File: src/rtl/conf_pkg.sv
package conf_pkg;
    localparam int PC_W      = 32;
    localparam int ENTRIES   = 64;
    localparam int IDX_W     = $clog2(ENTRIES);
    localparam int STREAK_W  = 4;
    localparam int WINDOW    = 4;
    localparam int WIN_W     = $clog2(WINDOW + 1);
    localparam int STAT_W    = 16;

    typedef enum logic [1:0] {
        RULE_STREAK = 2'd0,
        RULE_BIAS   = 2'd1,
        RULE_DIST   = 2'd2,
        RULE_ALT    = 2'd3
    } rule_e;

    typedef struct packed {
        rule_e               rule;
        logic [STREAK_W-1:0] thresh;
    } cfg_t;

    function automatic logic [IDX_W-1:0] pc_index(input logic [PC_W-1:0] pc);
        return pc[IDX_W+1:2];
    endfunction

    function automatic logic ctr_biased(input logic [1:0] ctr);
        return (ctr == 2'b00) || (ctr == 2'b11);
    endfunction
endpackage

File: src/rtl/conf_streak_table.sv
module conf_streak_table
    import conf_pkg::*;
(
    input  logic                clk,
    input  logic                rst,
    input  logic [PC_W-1:0]     rd_pc,
    output logic [STREAK_W-1:0] rd_cnt,
    input  logic                wr_en,
    input  logic [PC_W-1:0]     wr_pc,
    input  logic                wr_mis
);
    localparam logic [STREAK_W-1:0] CNT_MAX = {STREAK_W{1'b1}};

    logic [STREAK_W-1:0] tbl [ENTRIES];
    logic [IDX_W-1:0]    wr_idx;

    assign wr_idx = pc_index(wr_pc);
    assign rd_cnt = tbl[pc_index(rd_pc)];

    always_ff @(posedge clk) begin
        if (rst) begin
            for (int i = 0; i < ENTRIES; i++) tbl[i] <= '0;
        end else if (wr_en) begin
            if (wr_mis)
                tbl[wr_idx] <= '0;
            else if (tbl[wr_idx] != CNT_MAX)
                tbl[wr_idx] <= tbl[wr_idx] + 1'b1;
        end
    end

    AST_STREAK_CLEAR: assert property (@(posedge clk) disable iff (rst)
        (wr_en && wr_mis) |=> (tbl[$past(wr_idx)] == '0));

    AST_STREAK_SAT: assert property (@(posedge clk) disable iff (rst)
        (wr_en && !wr_mis && tbl[wr_idx] == CNT_MAX) |=> (tbl[$past(wr_idx)] == CNT_MAX));
endmodule

File: src/rtl/conf_dist_window.sv
module conf_dist_window
    import conf_pkg::*;
(
    input  logic clk,
    input  logic rst,
    input  logic lk_fire,
    input  logic mis_fire,
    output logic in_window
);
    localparam logic [WIN_W-1:0] RELOAD = WIN_W'(WINDOW);

    logic [WIN_W-1:0] left_q;

    assign in_window = (left_q != '0);

    always_ff @(posedge clk) begin
        if (rst)
            left_q <= '0;
        else if (mis_fire)
            left_q <= RELOAD;
        else if (lk_fire && in_window)
            left_q <= left_q - 1'b1;
    end

    AST_DIST_RELOAD: assert property (@(posedge clk) disable iff (rst)
        mis_fire |=> (left_q == RELOAD));

    AST_DIST_BOUND: assert property (@(posedge clk) disable iff (rst)
        left_q <= RELOAD);

    AST_DIST_HOLD: assert property (@(posedge clk) disable iff (rst)
        (!mis_fire && !lk_fire) |=> $stable(left_q));
endmodule

File: src/rtl/conf_stats.sv
module conf_stats
    import conf_pkg::*;
(
    input  logic              clk,
    input  logic              rst,
    input  logic              ev_valid,
    input  logic              ev_mis,
    input  logic              ev_low,
    output logic [STAT_W-1:0] n_misp,
    output logic [STAT_W-1:0] n_misp_low,
    output logic [STAT_W-1:0] n_low,
    output logic [STAT_W-1:0] n_low_misp
);
    logic [3:0]             hit;
    logic [STAT_W-1:0]      cnt_q [4];

    assign hit[0] = ev_valid && ev_mis;
    assign hit[1] = ev_valid && ev_mis && ev_low;
    assign hit[2] = ev_valid && ev_low;
    assign hit[3] = ev_valid && ev_low && ev_mis;

    for (genvar g = 0; g < 4; g++) begin : g_cnt
        always_ff @(posedge clk) begin
            if (rst)
                cnt_q[g] <= '0;
            else if (hit[g] && (cnt_q[g] != {STAT_W{1'b1}}))
                cnt_q[g] <= cnt_q[g] + 1'b1;
        end
    end

    assign n_misp     = cnt_q[0];
    assign n_misp_low = cnt_q[1];
    assign n_low      = cnt_q[2];
    assign n_low_misp = cnt_q[3];

    AST_COV_ORDER: assert property (@(posedge clk) disable iff (rst)
        n_misp_low <= n_misp);

    AST_ACC_ORDER: assert property (@(posedge clk) disable iff (rst)
        n_low_misp <= n_low);

    AST_STAT_IDLE: assert property (@(posedge clk) disable iff (rst)
        !ev_valid |=> ($stable(n_misp) && $stable(n_low)));
endmodule

File: src/rtl/branch_conf_est.sv
module branch_conf_est
    import conf_pkg::*;
(
    input  logic              clk,
    input  logic              rst,
    input  logic [1:0]        cfg_mode,
    input  logic [3:0]        cfg_thresh,
    input  logic              lk_valid,
    input  logic [31:0]       lk_pc,
    input  logic [1:0]        lk_ctr,
    output logic              lk_high,
    input  logic              up_valid,
    input  logic [31:0]       up_pc,
    input  logic              up_mispred,
    input  logic              up_low,
    output logic [15:0]       st_misp,
    output logic [15:0]       st_misp_low,
    output logic [15:0]       st_low,
    output logic [15:0]       st_low_misp
);
    cfg_t                cfg_q;
    cfg_t                cfg_in;
    logic                idle;
    logic [STREAK_W-1:0] streak_cnt;
    logic                in_window;
    logic                mis_fire;

    assign cfg_in.rule   = rule_e'(cfg_mode);
    assign cfg_in.thresh = cfg_thresh;
    assign idle          = !lk_valid && !up_valid;
    assign mis_fire      = up_valid && up_mispred;

    always_ff @(posedge clk) begin
        if (rst || idle)
            cfg_q <= cfg_in;
    end

    conf_streak_table u_table (
        .clk    (clk),
        .rst    (rst),
        .rd_pc  (lk_pc),
        .rd_cnt (streak_cnt),
        .wr_en  (up_valid),
        .wr_pc  (up_pc),
        .wr_mis (up_mispred)
    );

    conf_dist_window u_window (
        .clk       (clk),
        .rst       (rst),
        .lk_fire   (lk_valid),
        .mis_fire  (mis_fire),
        .in_window (in_window)
    );

    conf_stats u_stats (
        .clk        (clk),
        .rst        (rst),
        .ev_valid   (up_valid),
        .ev_mis     (up_mispred),
        .ev_low     (up_low),
        .n_misp     (st_misp),
        .n_misp_low (st_misp_low),
        .n_low      (st_low),
        .n_low_misp (st_low_misp)
    );

    always_comb begin
        unique case (cfg_q.rule)
            RULE_BIAS: lk_high = ctr_biased(lk_ctr);
            RULE_DIST: lk_high = !in_window;
            default:   lk_high = (streak_cnt >= cfg_q.thresh);
        endcase
    end

    AST_CFG_HOLD: assert property (@(posedge clk) disable iff (rst)
        (lk_valid || up_valid) |=> $stable(cfg_q));

    AST_BIAS_WEAK: assert property (@(posedge clk) disable iff (rst)
        (cfg_q.rule == RULE_BIAS && (lk_ctr == 2'b01 || lk_ctr == 2'b10)) |-> !lk_high);

    AST_DIST_LOW: assert property (@(posedge clk) disable iff (rst)
        (cfg_q.rule == RULE_DIST && mis_fire) |=> !lk_high);
endmodule

File: config.mk
export PLATFORM = sky130hd
export DESIGN_NAME = branch_conf_est
export DESIGN_NICKNAME = d
export VERILOG_FILES = /design/src/rtl/conf_pkg.sv /design/src/rtl/conf_streak_table.sv /design/src/rtl/conf_dist_window.sv /design/src/rtl/conf_stats.sv /design/src/rtl/branch_conf_est.sv
export SDC_FILE = /design/constraint.sdc
export NUM_CORES = 1
export LEC_CHECK = 0
export ABC_AREA = 1
export BUFFER_PORTS_ARGS = -buffer_cell sky130_fd_sc_hd__buf_2
export CAP_MARGIN = 20
export CORE_MARGIN = 2
export CORE_UTILIZATION = 25
export CTS_CLUSTER_SIZE = 8
export DETAILED_ROUTE_END_ITERATION = 10
export GPL_ROUTABILITY_DRIVEN = 0
export PLACE_DENSITY = 0.42
export SETUP_SLACK_MARGIN = 0.4
export SYNTH_ARGS = -nofsm -noshare
export SYNTH_HDL_FRONTEND = slang
export SYNTH_SLANG_ARGS = --single-unit
File: constraint.sdc
create_clock -name clk -period 5 [get_ports clk]
set_input_delay 0.5 -clock clk [delete_from_list [all_inputs] [get_ports clk]]
set_output_delay 0.5 -clock clk [all_outputs]
set_load 0.005 [all_outputs]
==> impl_metrics.ini <==
[outcome]
status = finished clean

[timing]
fmax_mhz = 236.2
finalSetupTns_ns = 0
finalSetupViolations = 0
rsz0062_at_grt = no
post-route-period-util_pct = 84.68
min_period_ns = 4.234
tightestPinTransition_ns = 0.9734
hold_violations = 0
relSlewSlack_pct = 34.95
report.final.slew_viol_count = 0
worst_clock_skew_ns = 0.03025

[power_and_ir_drop]
p_total_uw = 7029
p_clk_share_pct = 42.6
swShare_pct = 27.10
pwr-share-seq_pct = 45.9
p_per_area_mw_per_mm2 = 322.7
pwr-share-comb_pct = 11.5
p_leak_uw = 0.008467
p_int_uw = 5124
switching_power_uw = 1905
worst_ir_drop_vdd_mv = 0.1868

[die]
placementRows = 100
core_area_sq_mm = 0.07457
start_util_pct = 25.28
die_w_um = 278.6
die_area_sq_mm = 0.07763
ios = 143
dieHeight_um = 278.6

[job]
cap_viol_max_count = 0

[synthesis]
yosysSeqAreaShare_pct = 52.24
synth_mux_area_share_pct = 0
ys_seq_elements = 329
synth_area_sq_mm = 0.01885
syn_area_per_cell_sq_um = 8.071
synthCells = 2336
yosysUniqueCellTypes = 47
synth_fa_ha_area_share_pct = 0.8627
synthXorXnorAreaFrac_pct = 0.6503
synth_nets = 2427
synth_top_family_by_area = simple AND/OR/NAND/NOR gates
yosys.area_share.simple_pct = 26.96
synth_compound_gate_area_share_pct = 12.28
ys_warn_count = 0

[cells_and_area]
final_cell_mix = 540 x nor2_1, 521 x nand2_1, 326 x edfxtp_1, 248 x o21ai_0, 170 x inv_1
layout_commonest_cell = nor2_1
final_nets = 2482
diodes = 0
drive_above_1_share_pct = 10.39
area_delta_synth_final_pct = 15.54

[setup_path]
cp.required_ns = 4.50
end_kind = output pin
slowest_delay_ns = 0.50
cp.arrival_ns = 3.73
critPathMaxFanout = 51
path_buf_inv = 4
cp_common_cell = o21ai_0
crit_chain = buf_4 > inv_1 > buf_4 > o21ai_0 > o22ai_1 > o21ai_0 > o221ai_1 > nand3_1 > nand2_1 > ha_1 > o21ai_0 > a32oi_1 > buf_2
worst_path_max_delay_cell = buf_4
cp_top_family = buffers and inverters
path_class = in2out
cp-start-kind = primary input

[detailed_routing]
highest_layer = met4
route.met3.wl_um = 3994
drt_first_pass_iters = 5
final_antenna_net_count = 0
met1_length_um = 30200
dr_wl_met2_um = 29370
drt_iter0_drc = 1323
drcViolationCount = 0
vias = 16340
viasPerCell = 4.841
finalWirelength_um = 65730
avgRoutedWirePerCell_um = 19.47

[clock_tree]
cts_tree = yes
post-cts-setup-buffers = 0
cts_resized = 0
cts_buffers = 47
htreeDepth = 2
clock_sinks = 329
clock_latency_ns = 0.60
cts.clk_slew.worst_paths_ns = 0.05
holdBufCountCts = 0
ctsLongestPathBuffers = 3
cts_root_buffer = clkbuf_16

[global_routing]
grt_first_pass_wirelength_um = 97160
grt_start_max_net_pins = 77
first_global_vias = 15630
antenna_found_initial = 0
grtUsageTotal_pct = 16.59
overflow = 0

[place]
port_buffers = 90
dp_hpwl_um = 43590

[hold_path]
hold_path.class = in2reg
-- layout make-up --
class,instances,area (sq um)
clock inverters,3,53.80
repair buffers,140,1046
inverters,176,660.6
clock buffers,62,1264
flip-flops and latches,329,9849
well taps,969,1212
multi-input cells,1697,7699
fillers,7959,52790
-- synthesized netlist by cell type (all sizes together) --
cell	n	area share [%]
a211oi	2	0.080
a21boi	2	0.080
a21o	1	0.040
a21oi	79	2.1
a31oi	5	0.17
a32oi	1	0.046
and3	2	0.066
buf	66	2.2
clkbuf	68	1.4
dfxtp	3	0.32
edfxtp	326	52
ha	13	0.86
inv	176	3.5
nand2	546	11
nand3	66	1.8
nand3b	3	0.12
nand4	6	0.27
nor2	543	11
nor3	33	0.88
nor3b	9	0.36
nor4	5	0.17
o211ai	37	1.5
o21a	1	0.040
o21ai	262	7.0
o21bai	1	0.040
o221ai	10	0.46
o22ai	19	0.63
o31ai	3	0.12
or2	34	1.1
xnor2	6	0.28
xor2	8	0.37
-- state kept, by name (all words and copies together), names as in the netlist --
name,count
u_table.tbl,256
u_stats.cnt_q,64
u_window.left_q,3
cfg_q,6
-- power groups by stage --
stage          combinational [uW]  sequential [uW]  clock [uW]
6_report                      810             3230        2990
5_1_grt                       890             3240        3180
4_1_cts                       810             3220        3070
3_5_place_dp                  807             3280           0
3_3_place_gp                  802             3280           0
2_1_floorplan                 482             3250           0
-- metrics by stage --
stage | worst slack [ns] | cell area [sq um] | std cells | hold WS, ns | utilization [%]
final | 0.7662 | 21780 | 3376 | 0.09803 | 29.21
after global routing | 0.6111 | 21780 | 3376 | 0.08566 | 29.21
after CTS | 0.8910 | 21780 | 3376 | 0.07345 | 29.21
after detailed placement | 0.6933 | 20470 | 3311 | 0.4568 | 27.45
after global placement | 0.7519 | 20470 | 3311 | 0.4499 | 27.45
after floorplan | 1.781 | 18850 | 2336 | 0.4407 | -
-- kinds of logic (layout without fill, tap and decap cells) --
| group | Yosys count | count (layout) |
|---|---|---|
| and+or+nand+nor | 1247 | 1247 |
| buffers and inverters | 310 | 381 |
| DFF | 329 | 329 |
| xor gates and xnor gates | 14 | 14 |
| adders and majority gates | 13 | 13 |
| AOI/OAI and AO/OA | 423 | 423 |
-- metal layers --
metal | GRT usage [%] | up-vias
met5 | 0 | -
met1 | 22.73 | 7810
met3 | 2.887 | 118
li1 | - | 7883
met4 | 5.997 | 0
met2 | 26.25 | 531
-- final timing paths --
path | start | end | slack [ns] | cells past startpoint
hold / removal | cfg_mode[1] | cfg_q[5]$_DFFE_PP_ | 0.1 | 1
setup reg to reg | u_table.tbl[32][0]$_SDFFCE_PN0P_ | u_table.tbl[48][2]$_SDFFCE_PN0P_ | 1.57 | 14
hold reg to reg | u_window.left_q[0]$_SDFFE_PP0P_ | u_window.left_q[0]$_SDFFE_PP0P_ | 0.47 | 2
setup / recovery | lk_pc[3] | lk_high | 0.77 | 13
Power figures use the tool's default switching activity.
